$ cat config.mk
export PLATFORM = sky130hd
export DESIGN_NAME = sp_regfile_front
export DESIGN_NICKNAME = d
export VERILOG_FILES = /design/src/rtl/sp_rf_pkg.sv /design/src/rtl/sp_wb_stage.sv /design/src/rtl/sp_reg_bank.sv /design/src/rtl/sp_operand_sel.sv /design/src/rtl/sp_regfile_front.sv
export SDC_FILE = /design/constraint.sdc
export NUM_CORES = 2
export LEC_CHECK = 0
export BUFFER_PORTS_ARGS = -buffer_cell sky130_fd_sc_hd__buf_2
export CAP_MARGIN = 10
export CORE_ASPECT_RATIO = 0.7
export CORE_MARGIN = 4
export CORE_UTILIZATION = 51
export DETAILED_ROUTE_END_ITERATION = 8
export PLACE_DENSITY = 0.68
export SLEW_MARGIN = 0
export SYNTH_ARGS = -nofsm -noshare
export SYNTH_HDL_FRONTEND = slang
export SYNTH_HIERARCHICAL = 1
export SYNTH_SLANG_ARGS = --single-unit
export TNS_END_PERCENT = 100
$ cat constraint.sdc
create_clock -name clk_i -period 5.7 [get_ports clk_i]
set_input_delay 0.285 -clock clk_i [delete_from_list [all_inputs] [get_ports clk_i]]
set_output_delay 0.285 -clock clk_i [all_outputs]
set_load 0.1 [all_outputs]
$ cat src/rtl/sp_rf_pkg.sv
package sp_rf_pkg;
  typedef enum logic [1:0] {
    SRC_RAM  = 2'd0,
    SRC_FWD  = 2'd1,
    SRC_IMM  = 2'd2,
    SRC_ZERO = 2'd3
  } src_sel_e;

  // Immediate beats forwarding, forwarding beats zero/RAM.
  function automatic src_sel_e pick_src(input logic imm_sel, input logic fwd_hit,
                                        input logic idx_zero);
    if (imm_sel)       return SRC_IMM;
    else if (fwd_hit)  return SRC_FWD;
    else if (idx_zero) return SRC_ZERO;
    else               return SRC_RAM;
  endfunction
endpackage

$ cat src/rtl/sp_wb_stage.sv
module sp_wb_stage #(
  parameter int DATA_W = 32,
  parameter int IDX_W  = 5
) (
  input  logic              clk_i,
  input  logic              rst_ni,
  input  logic              we_i,
  input  logic [IDX_W-1:0]  idx_i,
  input  logic [DATA_W-1:0] data_i,
  output logic              we_o,
  output logic [IDX_W-1:0]  idx_o,
  output logic [DATA_W-1:0] data_o
);
  always_ff @(posedge clk_i or negedge rst_ni) begin
    if (!rst_ni) begin
      we_o   <= 1'b0;
      idx_o  <= '0;
      data_o <= '0;
    end else begin
      we_o   <= we_i;
      idx_o  <= idx_i;
      data_o <= data_i;
    end
  end

  p_wb_capture_r2: assert property (@(posedge clk_i) disable iff (!rst_ni)
    we_i |=> (we_o && idx_o == $past(idx_i) && data_o == $past(data_i)));
  p_wb_idle_r5: assert property (@(posedge clk_i) disable iff (!rst_ni)
    !we_i |=> !we_o);
endmodule

$ cat src/rtl/sp_reg_bank.sv
module sp_reg_bank #(
  parameter int DATA_W = 32,
  parameter int REG_N  = 32,
  localparam int IDX_W = $clog2(REG_N)
) (
  input  logic              clk_i,
  input  logic              we_i,
  input  logic [IDX_W-1:0]  wr_idx_i,
  input  logic [DATA_W-1:0] wr_data_i,
  input  logic [IDX_W-1:0]  rd_idx_i,
  output logic [DATA_W-1:0] rd_data_o
);
  logic [DATA_W-1:0] mem_q [REG_N];

  // Write address/data are stable through the high phase; commit at the falling edge.
  always_ff @(negedge clk_i) begin
    if (we_i && wr_idx_i != '0) mem_q[wr_idx_i] <= wr_data_i;
  end

  // Read is sampled by the operand registers at the end of the low phase.
  assign rd_data_o = mem_q[rd_idx_i];
endmodule

$ cat src/rtl/sp_operand_sel.sv
module sp_operand_sel
  import sp_rf_pkg::*;
#(
  parameter int DATA_W = 32,
  parameter int IDX_W  = 5
) (
  input  logic              clk_i,
  input  logic              rst_ni,
  input  logic [IDX_W-1:0]  src_idx_i,
  input  logic [DATA_W-1:0] ram_data_i,
  input  logic              wb_we_i,
  input  logic [IDX_W-1:0]  wb_idx_i,
  input  logic [DATA_W-1:0] wb_data_i,
  input  logic              fwd_en_i,
  input  logic [DATA_W-1:0] imm_i,
  input  logic              imm_sel_i,
  output logic [DATA_W-1:0] op_o
);
  logic      fwd_hit;
  logic      idx_zero;
  src_sel_e  sel;
  logic [DATA_W-1:0] op_d;

  assign idx_zero = (src_idx_i == '0);
  assign fwd_hit  = fwd_en_i && wb_we_i && !idx_zero && (wb_idx_i == src_idx_i);
  assign sel      = pick_src(imm_sel_i, fwd_hit, idx_zero);

  always_comb begin
    unique case (sel)
      SRC_IMM:  op_d = imm_i;
      SRC_FWD:  op_d = wb_data_i;
      SRC_ZERO: op_d = '0;
      default:  op_d = ram_data_i;
    endcase
  end

  always_ff @(posedge clk_i or negedge rst_ni) begin
    if (!rst_ni) op_o <= '0;
    else         op_o <= op_d;
  end

  p_imm_wins_r7: assert property (@(posedge clk_i) disable iff (!rst_ni)
    imm_sel_i |=> op_o == $past(imm_i));
  p_zero_index_r4: assert property (@(posedge clk_i) disable iff (!rst_ni)
    (!imm_sel_i && src_idx_i == '0) |=> op_o == '0);
  p_fwd_value_r9: assert property (@(posedge clk_i) disable iff (!rst_ni)
    (!imm_sel_i && fwd_en_i && wb_we_i && src_idx_i != '0 && src_idx_i == wb_idx_i)
      |=> op_o == $past(wb_data_i));
  p_ram_agrees_r9: assert property (@(posedge clk_i) disable iff (!rst_ni)
    (!imm_sel_i && wb_we_i && src_idx_i != '0 && src_idx_i == wb_idx_i)
      |=> op_o == $past(wb_data_i));
endmodule

$ cat src/rtl/sp_regfile_front.sv
module sp_regfile_front #(
  parameter int DATA_W = 32,
  parameter int REG_N  = 32,
  localparam int IDX_W = $clog2(REG_N)
) (
  input  logic              clk_i,
  input  logic              rst_ni,
  input  logic              res_we_i,
  input  logic [IDX_W-1:0]  res_idx_i,
  input  logic [DATA_W-1:0] res_data_i,
  input  logic [IDX_W-1:0]  rs1_idx_i,
  input  logic [IDX_W-1:0]  rs2_idx_i,
  input  logic [DATA_W-1:0] imm_i,
  input  logic              imm_sel_i,
  input  logic              fwd_en_i,
  output logic [DATA_W-1:0] op_a_o,
  output logic [DATA_W-1:0] op_b_o
);
  localparam int PORTS = 2;

  logic              wb_we;
  logic [IDX_W-1:0]  wb_idx;
  logic [DATA_W-1:0] wb_data;
  logic [IDX_W-1:0]  rd_idx  [PORTS];
  logic [DATA_W-1:0] rd_data [PORTS];
  logic [DATA_W-1:0] op      [PORTS];

  assign rd_idx[0] = rs1_idx_i;
  assign rd_idx[1] = rs2_idx_i;

  sp_wb_stage #(.DATA_W(DATA_W), .IDX_W(IDX_W)) i_wb (
    .clk_i, .rst_ni,
    .we_i(res_we_i), .idx_i(res_idx_i), .data_i(res_data_i),
    .we_o(wb_we), .idx_o(wb_idx), .data_o(wb_data)
  );

  for (genvar g = 0; g < PORTS; g++) begin : g_port
    // One storage copy per read port, written in lockstep.
    sp_reg_bank #(.DATA_W(DATA_W), .REG_N(REG_N)) i_bank (
      .clk_i,
      .we_i(wb_we), .wr_idx_i(wb_idx), .wr_data_i(wb_data),
      .rd_idx_i(rd_idx[g]), .rd_data_o(rd_data[g])
    );
    sp_operand_sel #(.DATA_W(DATA_W), .IDX_W(IDX_W)) i_sel (
      .clk_i, .rst_ni,
      .src_idx_i(rd_idx[g]), .ram_data_i(rd_data[g]),
      .wb_we_i(wb_we), .wb_idx_i(wb_idx), .wb_data_i(wb_data),
      .fwd_en_i, .imm_i,
      .imm_sel_i((g == 1) ? imm_sel_i : 1'b0),
      .op_o(op[g])
    );
  end

  assign op_a_o = op[0];
  assign op_b_o = op[1];

  p_reset_clear_r1: assert property (@(posedge clk_i)
    !rst_ni |-> (op_a_o == '0 && op_b_o == '0 && !wb_we));
  p_a_ignores_imm_r8: assert property (@(posedge clk_i) disable iff (!rst_ni)
    (imm_sel_i && rs1_idx_i == '0) |=> op_a_o == '0);
  p_same_index_r6: assert property (@(posedge clk_i) disable iff (!rst_ni)
    (!imm_sel_i && rs1_idx_i == rs2_idx_i) |=> op_a_o == op_b_o);
endmodule

Word level (Yosys, flattened, before mapping). Memory sizes are Yosys's and may differ from the RTL's. Index checks and enable logic that the tools add are counted.

Equality and inequality tests: 8. Muxes and demuxes: 9. Reductions and logical operators: 11.

Operators by type and width (number): 32-bit one-hot mux with 3 select lines (2); 5-bit equality test (2); 5-bit logical NOT (2); 2-bit 2-to-1 mux (5); 2-bit equality test (second input constant) (4); 1-bit logical AND (6); 5-bit nonzero test (1); 2-bit by 1-bit equality test with 1-bit output (second input constant) (2); 1-bit logical NOT (2); 1-bit 2-to-1 mux (2).

Register bits: 102. Bits in writable memories: 2048. Input port bits: 84. Output and inout port bits: 64. Word-level logic and storage cells: 35. Memories: 2.

Memory list: g_port[0].i_bank.mem_q (words 32, width 32, rd ports 1, clocked after memory_dff 0, wr ports 1, RTL line sp_reg_bank.sv:13) `logic [DATA_W-1:0] mem_q [REG_N];`; g_port[1].i_bank.mem_q (words 32, width 32, rd ports 1, clocked after memory_dff 0, wr ports 1, RTL line sp_reg_bank.sv:13).

Longest topological paths before layout.
Word-level depth: 8. Mapped depth: 9. Mapped depth without buffers: 6.

Modules after synthesis. The synthesis kept the hierarchy.

Modules (own cells, without submodules): sp_reg_bank (times used 2, cells an instance 2229, area an instance 39849.5 um^2, sequential area each 30749.5 um^2); sp_operand_sel (times used 2, cells an instance 119, area an instance 1741.7 um^2, sequential area each 800.8 um^2); sp_wb_stage (times used 1, cells an instance 38, area an instance 950.9 um^2, sequential area each 950.9 um^2); sp_regfile_front (times used 1, cells an instance 1, area an instance 3.8 um^2, sequential area each 0.0 um^2).

==> impl_metrics.tcl <==
set metrics [dict create \
    status "complete, no violations" \
    insertion_delay_ps 850 \
    clock-skew-final_ps 73.9 \
    rsz0062_at_grt "no" \
    pwr-share-clk_pct 49.0 \
    tightest_slew_ps 1210 \
    post-route-worst-setup-slack_ps 383 \
    drive_gt1_share_pct 11.5 \
    powerDensity_nw_per_um2 385 \
    layoutNonFillerInstCount 9558 \
    ys_seq_area_share_pct 76.1 \
    hold_viol_final 0 \
    synth_area_leader_cell "edfxtp_1" \
    min_path_cells 3 \
    coreArea_um2 164000 \
    critPathMaxFanout 32 \
    io_buffers 147 \
    grt_max_degree 103 \
    min_from "imm_i[22]" \
    synth_top_area_share_pct 73.1 \
    hp-class "primary input to register" \
    firstDrtPassIters 8 \
    ys.flop_type "edfxtp_1" \
    h-tree-depth 4 \
    slew_violations 0 \
    dp.final_hpwl_um 132000 \
    cts-root-buf "clkbuf_16" \
    r2r_cells 3 \
    rows 124 \
    cts_tree "built" \
    die_h_um 348 \
    dieArea_um2 172000 \
    sequentialPowerShare_pct 45.0 \
    vias 54100 \
    r2r_setup_slack_ps 380 \
    yosysWarningCount 6 \
    maxCapViolations 0 \
    synth-seq-cells 2150 \
    final_area_um2 104000 \
    wl_per_cell_um 25.3 \
    p_leak_nw 45.3 \
    synthCells 4735 \
    vias_per_cell 5.66 \
    grt_use_total_pct 27.8 \
    drt_iter0_drc 8074 \
    gr-total-overflow 0 \
    start_util_pct 51.4 \
    relSlewSlack_pct 19.3 \
    placed_cell_area_um2 89300 \
    grt_pass1_vias 57300 \
    async_flop_share_pct 4.74 \
    clockBufferDepth 3 \
    preCtsSetupSlack_ps 477 \
    grt_pass1_wl_um 347000 \
    fp.dieW_um 493 \
    cts_num_sinks 2150 \
    syn_area_per_cell_um2 17.8 \
    regToRegStartpoint "i_wb/idx_o[2]$_DFF_PN0_" \
    min_to "g_port[1].i_sel/op_o[22]$_DFF_PN0_" \
    end_kind "register" \
    routed_wl_um 242000 \
    cts_made_buffers 198 \
    n_fill_cell 11600 \
    worst_ep_arrival_time_ps 2890 \
    syn_to_final_growth_pct 24.2 \
    io_pins 148 \
    critPathKind "register to register" \
    drc_errors 0 \
    whs_ps 38.7 \
    startpoint_type "register" \
    p_sw_share_pct 29.6 \
    synth_cell_types 35 \
    fin_nets 7268 \
    combinationalPowerShare_pct 6.1 \
    gp_congestion 0.857 \
    dp.cells 7074 \
    vdd_drop_max_uv 329 \
    power_switching_w 0.0119 \
    synth_area_leaders "edfxtp_1 73%, mux2i_1 12%, dfrtp_1 3.0%" \
    synth_edf_count 2048 \
    required_ps 3270 \
    timing.rr.end "g_port[0].i_bank/mem_q[9][8]$_DFFE_NP_" \
    ant_nets 0 \
    cts.clk_slew.worst_paths_ps 70 \
    intPower_w 0.0283 \
    setup_viol 0 \
    antenna_found_initial 30 \
    finalSetupTns_ps 0 \
    syn_area_um2 84100 \
]
-- worst max-delay path by stage --
stage / end / start / cells past startpoint / slack (ps)
5_1_grt: g_port[0].i_bank/mem_q[9][8]$_DFFE_NP_ / i_wb/idx_o[2]$_DFF_PN0_ / 3 / 360
2_1_floorplan: g_port[0].i_bank/mem_q[19][0]$_DFFE_NP_ / i_wb/idx_o[4]$_DFF_PN0_ / 2 / -30
3_3_place_gp: g_port[0].i_bank/mem_q[9][5]$_DFFE_NP_ / i_wb/idx_o[2]$_DFF_PN0_ / 3 / 530
3_5_place_dp: g_port[0].i_bank/mem_q[9][3]$_DFFE_NP_ / i_wb/idx_o[2]$_DFF_PN0_ / 3 / 480
6_report: g_port[0].i_bank/mem_q[9][8]$_DFFE_NP_ / i_wb/idx_o[2]$_DFF_PN0_ / 3 / 380
4_1_cts: g_port[0].i_bank/mem_q[9][16]$_DFFE_NP_ / i_wb/idx_o[2]$_DFF_PN0_ / 3 / 420
-- power by group through the flow --
stage / sequential (W) / clock, W / combinational [W]
after detailed placement: 0.0183 / 0.00212 / 0.00235
after global placement: 0.0183 / 0.00212 / 0.00233
after floorplan: 0.0185 / 0.00212 / 0.00108
after CTS: 0.0181 / 0.0201 / 0.00240
after global routing: 0.0181 / 0.0220 / 0.00251
final: 0.0181 / 0.0197 / 0.00244
-- layout make-up --
cell class,instances,area (um^2),area share (%)
diodes,2,5.00,0.00479
clock buffers,213,5310,5.08
clock inverters,2202,9200,8.80
inverters,4,15.0,0.0144
multi-input cells,2367,19200,18.3
flip-flops and latches,2150,64200,61.4
well taps,2205,2760,2.64
repair buffers,415,3910,3.74
-- cells in the final DEF (no fill, tap or decap), types with 4 or more instances in the layout --
master,instances
a21oi_1,192
a22o_1,192
a22oi_1,192
a31oi_1,64
buf_12,77
buf_2,144
buf_4,122
bufinv_16,28
clkbuf_16,212
clkinv_2,8
clkinvlp_2,53
conb_1,65
dfrtp_1,70
dfrtp_2,7
dfrtp_4,25
dlygate4sd3_1,69
edfxtp_1,2048
inv_1,2092
inv_4,9
inv_6,7
mux2_2,4
mux2_4,60
mux2i_1,1024
nand2_1,198
nand2b_1,5
nand3_1,196
nand3b_1,10
nor2_4,64
nor2b_4,4
nor3_1,64
or3b_2,6
xor2_1,4
-- worst max-delay path: stages, from the launching register on --
cell     delay, ps
dfrtp_1        750
or3b_2         740
nor2_4         120
buf_4          430
-- what timing repair did --
item,4_1_cts,5_1_grt
buffers inserted,0,0
endpoints found under the hold margin,170,0
hold buffers,69,0
gates resized for setup,0,0
-- state kept, by name (all words and copies together) (netlist names) --
name and cells:
g_port.i_bank/mem_q 2048, g_port.i_sel/op_o 64, i_wb/data_o 32, i_wb/idx_o 5
i_wb/we_o 1
-- stage by stage --
step	util, %	power (W)
3_5_place_dp	54.6	0.0228
6_report	63.8	0.0402
3_3_place_gp	54.6	0.0227
5_1_grt	63.8	0.0426
2_1_floorplan	-	0.0218
4_1_cts	63.8	0.0406
-- kinds of logic after synthesis --
group                  Yosys count  share of synthesized area (%)
XOR/XNOR                         4                         0.0416
buffers and inverters          280                           2.03
AO/OA/AOI/OAI                  648                           5.44
other                            3                         0.0134
flip-flops                    2150                           76.1
multiplexers                  1088                           13.3
AND/OR/NAND/NOR                562                           3.04
-- synthesized netlist by cell type, types with 3 or more instances --
library cell,n
a21oi_1,194
a22o_1,192
a22oi_1,192
a31oi_1,64
buf_1,14
buf_12,6
buf_2,68
buf_4,62
buf_6,30
clkbuf_1,90
clkbuf_4,4
conb_1,3
dfrtp_1,102
edfxtp_1,2048
inv_1,6
mux2_2,4
mux2_4,60
mux2i_1,1024
nand2_1,198
nand2b_1,6
nand3_1,196
nand3b_1,10
nor2_1,66
nor2b_1,6
nor3_1,64
or3b_2,6
xor2_1,4
-- routing by layer --
layer  GRT usage [%]  vias to the layer above  wire length, um
li1                -                    23600                -
met4            13.2                        6             7690
met3            11.4                      318            34000
met1            37.4                    26800            93800
met5               0                        -               41
met2            39.4                     3324           107000
(Power assumes the default switching activity.)
